[config.mk]
export PLATFORM = sky130hd
export DESIGN_NAME = dp_addr_gen
export DESIGN_NICKNAME = d
export VERILOG_FILES = /design/src/rtl/dpag_pkg.sv /design/src/rtl/dpag_wrap_ctl.sv /design/src/rtl/dpag_index_sel.sv /design/src/rtl/dpag_adder.sv /design/src/rtl/dp_addr_gen.sv
export SDC_FILE = /design/constraint.sdc
export NUM_CORES = 1
export LEC_CHECK = 0
export BUFFER_PORTS_ARGS = -buffer_cell sky130_fd_sc_hd__buf_4
export CAP_MARGIN = 20
export CORE_ASPECT_RATIO = 0.6
export CORE_MARGIN = 4
export CORE_UTILIZATION = 40
export CTS_BUF_LIST = sky130_fd_sc_hd__clkbuf_4 sky130_fd_sc_hd__clkbuf_8 sky130_fd_sc_hd__clkbuf_16
export CTS_CLUSTER_SIZE = 25
export DETAILED_ROUTE_END_ITERATION = 10
export GPL_ROUTABILITY_DRIVEN = 1
export PLACE_DENSITY_LB_ADDON = 0.1
export SLEW_MARGIN = 0
export SYNTH_ARGS = -nofsm -noshare
export SYNTH_HDL_FRONTEND = slang
export SYNTH_SLANG_ARGS = --single-unit
export TNS_END_PERCENT = 50
[constraint.sdc]
create_clock -name clk -period 6.6 [get_ports clk]
set_clock_uncertainty 0.1 [all_clocks]
set_input_delay 0 -clock clk [delete_from_list [all_inputs] [get_ports clk]]
set_output_delay 0 -clock clk [all_outputs]
set_load 0.01 [all_outputs]
[src/rtl/dpag_pkg.sv]
package dpag_pkg;

    localparam int ADDR_W  = 16;
    localparam int PAGE_W  = 8;
    localparam int OFS_W   = 8;
    localparam int STEP_W  = 2;
    localparam int BANK_W  = 8;
    localparam int MODE_W  = 4;

    localparam logic [PAGE_W-1:0] STACK_PAGE = 8'h01;
    localparam logic [BANK_W-1:0] DP_BANK    = 8'h00;

    localparam logic [MODE_W-1:0] MD_DIR        = 4'd0;
    localparam logic [MODE_W-1:0] MD_DIRX       = 4'd1;
    localparam logic [MODE_W-1:0] MD_DIRY       = 4'd2;
    localparam logic [MODE_W-1:0] MD_PTR_IND    = 4'd3;
    localparam logic [MODE_W-1:0] MD_PTR_IDXIND = 4'd4;
    localparam logic [MODE_W-1:0] MD_PTR_LONG   = 4'd5;
    localparam logic [MODE_W-1:0] MD_STK_REL    = 4'd6;
    localparam logic [MODE_W-1:0] MD_STK_PUSH   = 4'd7;

    typedef enum logic [1:0] {
        IX_NONE = 2'd0,
        IX_X    = 2'd1,
        IX_Y    = 2'd2
    } idx_sel_e;

    typedef enum logic [1:0] {
        WR_DIRECT = 2'd0,
        WR_STACK  = 2'd1,
        WR_NEVER  = 2'd2
    } wrap_kind_e;

    // Decoded form of one mode code
    typedef struct packed {
        idx_sel_e   isel;
        wrap_kind_e wkind;
        logic       use_stack;
        logic       add_offset;
        logic       subtract_step;
    } mode_dec_t;

    // Operands handed to the adder stage
    typedef struct packed {
        logic [ADDR_W-1:0] base;
        logic [ADDR_W-1:0] addend;
        logic              wrap;
        logic [PAGE_W-1:0] page;
    } sum_req_t;

    function automatic mode_dec_t decode_mode(input logic [MODE_W-1:0] m);
        mode_dec_t d;
        d.isel          = IX_NONE;
        d.wkind         = WR_DIRECT;
        d.use_stack     = 1'b0;
        d.add_offset    = 1'b1;
        d.subtract_step = 1'b0;
        case (m)
            MD_DIR, MD_PTR_IND: ;
            MD_DIRX, MD_PTR_IDXIND: d.isel = IX_X;
            MD_DIRY: d.isel = IX_Y;
            MD_PTR_LONG: d.wkind = WR_NEVER;
            MD_STK_REL: begin
                d.use_stack = 1'b1;
                d.wkind     = WR_STACK;
            end
            MD_STK_PUSH: begin
                d.use_stack     = 1'b1;
                d.wkind         = WR_STACK;
                d.add_offset    = 1'b0;
                d.subtract_step = 1'b1;
            end
            default: ;
        endcase
        return d;
    endfunction

endpackage

[src/rtl/dpag_wrap_ctl.sv]
module dpag_wrap_ctl #(
    parameter int LOW_W = 8
) (
    input  logic             emu,
    input  logic             legacy,
    input  logic [LOW_W-1:0] dp_low,
    output logic             dp_wrap,
    output logic             stk_wrap
);
    logic legacy_emu;

    always_comb begin
        legacy_emu = emu & legacy;
        dp_wrap    = legacy_emu & ~(|dp_low);
        stk_wrap   = legacy_emu;
    end
endmodule

[src/rtl/dpag_index_sel.sv]
module dpag_index_sel #(
    parameter int IDX_W    = 16,
    parameter int NARROW_W = 8
) (
    input  dpag_pkg::idx_sel_e isel,
    input  logic               wide,
    input  logic               emu,
    input  logic [IDX_W-1:0]   x_val,
    input  logic [IDX_W-1:0]   y_val,
    output logic [IDX_W-1:0]   idx_out
);
    import dpag_pkg::*;

    logic             full_width;
    logic [IDX_W-1:0] picked;

    always_comb begin
        full_width = wide & ~emu;
        case (isel)
            IX_X:    picked = x_val;
            IX_Y:    picked = y_val;
            default: picked = '0;
        endcase
        if (full_width)
            idx_out = picked;
        else
            idx_out = {{(IDX_W-NARROW_W){1'b0}}, picked[NARROW_W-1:0]};
    end
endmodule

[src/rtl/dpag_adder.sv]
module dpag_adder #(
    parameter int AW = 16,
    parameter int PW = 8
) (
    input  logic [AW-1:0] base,
    input  logic [AW-1:0] addend,
    input  logic          wrap,
    input  logic [PW-1:0] page,
    output logic [AW-1:0] addr
);
    localparam int LW = AW - PW;

    logic [AW-1:0] full_sum;
    logic [LW-1:0] low_sum;

    always_comb begin
        full_sum = base + addend;
        low_sum  = base[LW-1:0] + addend[LW-1:0];
        addr     = wrap ? {page, low_sum} : full_sum;
    end
endmodule

[src/rtl/dp_addr_gen.sv]
module dp_addr_gen #(
    parameter int AW = dpag_pkg::ADDR_W,
    parameter int PW = dpag_pkg::PAGE_W,
    parameter int OW = dpag_pkg::OFS_W,
    parameter int SW = dpag_pkg::STEP_W,
    parameter int BW = dpag_pkg::BANK_W,
    parameter int MW = dpag_pkg::MODE_W
) (
    input  logic          clk,
    input  logic          rst,
    input  logic          in_valid,
    input  logic [MW-1:0] mode,
    input  logic          emu,
    input  logic          legacy,
    input  logic          idx_wide,
    input  logic [AW-1:0] dp_reg,
    input  logic [OW-1:0] offset,
    input  logic [AW-1:0] x_idx,
    input  logic [AW-1:0] y_idx,
    input  logic [AW-1:0] sp_reg,
    input  logic [SW-1:0] step,
    output logic          out_valid,
    output logic [BW-1:0] out_bank,
    output logic [AW-1:0] out_addr
);
    import dpag_pkg::*;

    localparam int LW = AW - PW;

    mode_dec_t     dec;
    logic          dp_wrap;
    logic          stk_wrap;
    logic [AW-1:0] idx_val;
    logic [AW-1:0] ofs_ext;
    logic [AW-1:0] step_ext;
    sum_req_t      req;
    logic [AW-1:0] next_addr;

    always_comb dec = decode_mode(mode);

    dpag_wrap_ctl #(.LOW_W(LW)) u_wrap (
        .emu      (emu),
        .legacy   (legacy),
        .dp_low   (dp_reg[LW-1:0]),
        .dp_wrap  (dp_wrap),
        .stk_wrap (stk_wrap)
    );

    dpag_index_sel #(.IDX_W(AW), .NARROW_W(LW)) u_idx (
        .isel    (dec.isel),
        .wide    (idx_wide),
        .emu     (emu),
        .x_val   (x_idx),
        .y_val   (y_idx),
        .idx_out (idx_val)
    );

    always_comb begin
        ofs_ext  = dec.add_offset ? AW'(offset) : '0;
        step_ext = AW'(step);
        req.base = dec.use_stack ? sp_reg : dp_reg;
        if (dec.subtract_step)
            req.addend = '0 - step_ext;
        else
            req.addend = ofs_ext + idx_val + step_ext;
        case (dec.wkind)
            WR_DIRECT: begin
                req.wrap = dp_wrap;
                req.page = dp_reg[AW-1:LW];
            end
            WR_STACK: begin
                req.wrap = stk_wrap;
                req.page = STACK_PAGE;
            end
            default: begin
                req.wrap = 1'b0;
                req.page = dp_reg[AW-1:LW];
            end
        endcase
    end

    dpag_adder #(.AW(AW), .PW(PW)) u_add (
        .base   (req.base),
        .addend (req.addend),
        .wrap   (req.wrap),
        .page   (req.page),
        .addr   (next_addr)
    );

    always_ff @(posedge clk) begin
        if (rst) begin
            out_valid <= 1'b0;
            out_bank  <= '0;
            out_addr  <= '0;
        end else begin
            out_valid <= in_valid;
            out_bank  <= BW'(DP_BANK);
            if (in_valid)
                out_addr <= next_addr;
        end
    end
endmodule

# == Yosys cells after proc, flatten, opt, wreduce, memory -nomap -nowiden ==
# Index checks and enable logic that the tools add are counted.
# W data, S select, Z words.
# classes
addsub,5
eq_ne,9
n_mux,11
bitwise,5
reduce_logical,4
# ops
cell,n
$mux W16,4
$pmux W16 S2,1
$pmux W9 S2,1
$add A16 B16 Y16,1
$add A16 B2 Y16,1
$add A8 B16 Y16,1
$eq A4 B3 Y1 const B,4
$add A8 B8 Y8,1
$mux W8,1
$pmux W2 S2,2
$reduce_or A8 Y1,1
$eq A2 B1 Y1 const B,2
$eq A4 B1 Y1 const B,1
$eq A4 B2 Y1 const B,1
$reduce_or A2 Y1,2
$and A1 B1 Y1,3
$sub A1 B2 Y3 const A,1
$eq A2 B2 Y1 const B,1
$logic_not A2 Y1,1
$mux W2,1
$not A1 Y1,2
$mux W1,1
# totals
reg_bits,17
input_bits,84
output_inout_bits,25
elab_cells,36

# == Depth between registers and ports, before layout ==
# logic_depth
ltp_word,11
depth_mapped,27
depth_no_buf,24

# == By module ==
# Synthesis repeated with hierarchy kept, for this count alone.
# hier_totals
hier_cells,428
area_unflattened_um2,3055.4
# modules_own_cells
module,n_inst,cells_per_inst,area_per_inst_um2,seq_area_each_um2
dp_addr_gen,1,226,1721.7,340.3
dpag_adder,1,155,1044.8,0.0
dpag_index_sel,1,43,264.0,0.0
dpag_wrap_ctl,1,4,25.0,0.0

# == Least setup slack after synthesis ==
# Ideal clock, no wire load.
# synth_timing
kind,input port to flip-flop
start,input mode[0]
end,register out_addr[14]
setup_time_ns,0.124
arrival_ns,4.766
t_required_ns,6.376
slack_ns,1.611
cell_stages,25
path_buffers,3
path_cell_list,clkbuf_1 or4b_2 ha_1 buf_6 buf_1 a22oi_1 nor2_1 fa_1 ha_1 inv_1 fa_1 nand2b_1 a31oi_1 o22ai_1 nor3_1 nand3b_1 xor2_1 a21oi_1 ha_1 nand3_1 nor2_1 nand2_1 o21ai_0 xnor2_1 o22ai_1
# synth_via
elab_chain_cells,11
word_cells_on_any_way,26
classes_between,add/sub: 3; eq/ne: 9; mux: 11; reduce/logical: 3
# synth_lines
item,line_no,text
start: declaration,dp_addr_gen.sv:12,"input logic [MW-1:0] mode,"
$eq A4 B1 Y1 / $eq A4 B3 Y1 (equally long branches),dpag_pkg.sv:58,case (m)
$reduce_or A2 Y1,dpag_pkg.sv:58,
$pmux W2 S2,dpag_pkg.sv:58,
$eq A2 B2 Y1 / $eq A2 B1 Y1 (equally long branches),dpag_index_sel.sv:19,case (isel)
$pmux W16 S2,dpag_index_sel.sv:19,
$mux W16,dpag_index_sel.sv:24,if (full_width)
$add A8 B16 Y16,dp_addr_gen.sv:65,req.addend = ofs_ext + idx_val + step_ext;
$add A16 B2 Y16,dp_addr_gen.sv:65,
$mux W16,dp_addr_gen.sv:62,if (dec.subtract_step)
$add A16 B16 Y16,dpag_adder.sv:17,full_sum = base + addend;
$mux W16 (*),dpag_adder.sv:19,"addr = wrap ? {page, low_sum} : full_sum;"
end signal: assignment,dp_addr_gen.sv:99,out_addr <= next_addr;
end: declaration,dp_addr_gen.sv:24,output logic [AW-1:0] out_addr
# Every way passes the cells marked *; elsewhere a longest branch is shown, timed or not.
# A chain may end at the register's enable or synchronous reset.

# == Worst setup path in the final report ==
# layout_timing
start,input mode[2]
end,register out_addr[14]
# Same word-level chain as after synthesis.

==> results by group <==
Placed design
  – DP Cell Count: 565
  – GPL Wtd Cong: 0.830
  – Post-DP HPWL: between 6000 and 7000 microns
  – Port buffer count: 100
  – Dpl cell area: 0.00352 sq mm

Die
  – DIE WIDTH: ~120 microns
  – Die area: 0.00841 sq mm
  – Initial core utilization: between 40% and 50%
  – Die H: 72.7 microns
  – Core area: 0.00671 sq mm
  – Row cnt: 23
  – I/O pin count: 109

Logic synthesis
  – Synth Area in XOR/XNOR: 7.54%
  – Avg Inst Size Synth: 7.04 sq um
  – Gate Count Post-Synth: roughly 400
  – Post-Synth Simple-Gate Area: 26.8%
  – Netlist Area Pre-Place: 0.00279 sq mm
  – Netlist cell types: 55
  – Post-synthesis mux area share: 2.56%
  – Post-synth EDFFs: 0
  – Synth Area in Adders: 17.2%
  – Synth Area in Compound Gates: between 20% and 30%
  – #FFs+latches synth: 17
  – Largest family of logic cells by synthesized area: simple AND/OR/NAND/NOR gates
  – Asr flop ratio synth: 0%
  – Register area share after synthesis: 12.2%
  – Syn. warnings: 0
  – Leading register cell type out of synthesis: dfxtp_1

Route
  – DRC: 0
  – Drt total wl: 8100 microns
  – Vias per cell: between 5 and 6
  – Detail Route Antenna Nets: 0
  – Routed vias: 3,004
  – DRT Pass-1 Iters: 5
  – Initial DRC Count: 191
  – Post-DR wirelength/cell: 14.2 microns

Power and ir drop
  – PD cells: approximately 140 mW/mm^2
  – Clock power share: 25.3%
  – Leakage: 1.68 nW
  – Combinational power share: 50.6%
  – Worst vdd rail ir drop: 94.3 uV
  – Flop pwr share: 24.1%
  – Switching part of the total: between 30% and 40%
  – Net switching power figure: 178 uW
  – Power, Total: a little over 500 uW
  – Internal: 332 uW

STA
  – Fin crit period: ~5300 ps
  – Setup TNS: 0 ps
  – Period utilization: 80.0%
  – Slew margin rel.: 43.9%
  – RSZ-0062 raised after global routing: no
  – Final hold vios: 0
  – Count of final setup violators: 0
  – Fin. max-slew vios: 0
  – Maximum clock rate: 189 MHz
  – Hold Slack: about 37 ps
  – Worst slew pin tran: approximately 840 ps

Finish
  – Final instance area: 0.00361 sq mm
  – Area Overhead vs Synth: 29.6%
  – Proportion of layout cells with a drive suffix above 1: 23.8%
  – # diodes: 0
  – Fill cells: between 600 and 700
  – Nets: 604
  – Non-filler cells, final: 570
  – Most common cell after layout, fill and taps aside: buf_4
  – Most frequent cells in the layout: buf_4 (101), nand2_1 (64), nor2_1 (37)

CTS
  – # clock sinks: 17
  – Clk slew on worst S/H paths: approximately 50 ps
  – Clk buf depth: 2
  – Num CTS Buffers: 3
  – CTS tree: done
  – Max H-tree Level: 1
  – Clk Tree Root Cell: clkbuf_16
  – CTS resizes: 0
  – Skew-Pair Late Insertion Delay: 250 ps

Worst setup path
  – CP endpoint kind: flip-flop
  – WP data required: approximately 6600 ps
  – Arrival time worst endpoint: 5320 ps
  – Setup CP Type: input port to flip-flop
  – Worst Setup Start Kind: input port
  – Critical path peak fanout: 18

Global routing
  – Number of antenna violations at the first check in global routing: 0
  – Total GRT Usage: between 10% and 20%
  – Vias in the first global route: 2,874
  – Largest net degree at the start of global routing: 22
  – Gr ovfl total: 0
  – First-pass GRT wire length: 13,300 microns

Status
  – Status: complete, no violations

Worst hold path
  – Worst hold path type: input port to flip-flop

Job
  – Max Cap Violations: 0
synthesized netlist by cell type, types with 2 or more instances:
library cell / instances / area, sq um
a211oi_1: 8 / 60.1
a21o_1: 4 / 30.0
a21oi_1: 30 / 150
a22oi_1: 16 / 120
a31oi_1: 2 / 12.5
and2_1: 9 / 56.3
buf_1: 2 / 7.51
buf_4: 9 / 67.6
buf_6: 4 / 45.0
clkbuf_1: 11 / 41.3
dfxtp_1: 17 / 340
fa_1: 4 / 80.1
ha_1: 32 / 400
inv_1: 14 / 52.6
mux2i_1: 6 / 60.1
nand2_1: 64 / 240
nand2b_1: 7 / 43.8
nand3_1: 6 / 30.0
nand3b_1: 2 / 15.0
nor2_1: 37 / 139
nor2b_1: 5 / 31.3
nor3_1: 13 / 65.1
o21a_1: 7 / 52.6
o21ai_0: 28 / 140
o21bai_1: 2 / 15.0
o22ai_1: 5 / 31.3
or4_1: 2 / 15.0
xnor2_1: 20 / 175
xor2_1: 4 / 35.0
flip-flops by register name, indices dropped and copies added, names as in the netlist:
register,flops
out_addr,16
out_valid,1
path summary, 6_finish.rpt:
check	from	endpoint	slack, ps	depth (start not counted)
worst max-delay path	mode[2]	out_addr[14]$_SDFFE_PP0P_	1320	23
worst min-delay path	in_valid	out_addr[1]$_SDFFE_PP0P_	40	2
worst max register to register	out_addr[9]$_SDFFE_PP0P_	out_addr[9]$_SDFFE_PP0P_	5660	3
worst min register to register	out_addr[8]$_SDFFE_PP0P_	out_addr[8]$_SDFFE_PP0P_	390	2
metal layers:
layer	part of all wire, %	GRT usage, %
met1	49	28.4
met2	41	28.8
met3	8.6	4.14
met4	1.2	5.02
met5	0	0
worst max-delay path, cell delays in order:
cell,delay (ps)
buf_4,130
or4b_2,690
ha_1,430
a22oi_1,250
nor2_1,80
fa_1,490
ha_1,170
inv_1,60
fa_1,390
nand2b_1,180
a31oi_1,290
o22ai_1,220
nor3_1,290
nand3b_1,140
xor2_1,150
a21oi_1,90
ha_1,380
nand3_1,130
nor2_1,170
nand2_1,60
o21ai_0,250
xnor2_1,160
o22ai_1,90
kinds of logic (layout without fill, tap and decap cells):
family,after synthesis,in the layout
buffers and inverters,41,121
multiplexers,7,7
flip-flops,17,17
AND/OR/NAND/NOR,157,157
AO/OA/AOI/OAI,113,113
XOR/XNOR,24,24
other,1,8
adder cells (fa/ha/maj),36,36
layout make-up:
type | count | area, sq um | area share, %
Clock buffer | 4 | 82.6 | 2.29
Inverter | 15 | 56.3 | 1.56
Multi-Input combinational cell | 345 | 2260 | 62.5
Sequential cell | 17 | 340 | 9.42
Tap cell | 87 | 109 | 3.01
Timing Repair Buffer | 102 | 768 | 21.3
what timing repair did:
item | 4_1_cts | 5_1_grt
setup buffers | 0 | 0
hold endpoints to repair | 15 | 0
hold buffers | 1 | 0
metrics by stage:
step	worst slack (ps)	utilization, %
after floorplan	1610	-
after global placement	1160	52.5
after detailed placement	1070	52.5
after CTS	1330	53.9
after global routing	882	53.9
final	1320	53.9
power by group through the flow:
stage          registers [mW]  logic (mW)  clock network [mW]
2_1_floorplan           0.131       0.163                   0
5_1_grt                 0.124       0.291               0.135
6_report                0.123       0.258               0.129
3_3_place_gp            0.125       0.255                   0
3_5_place_dp            0.125       0.257                   0
4_1_cts                 0.123       0.259               0.129
Power figures use the tool's default switching activity.
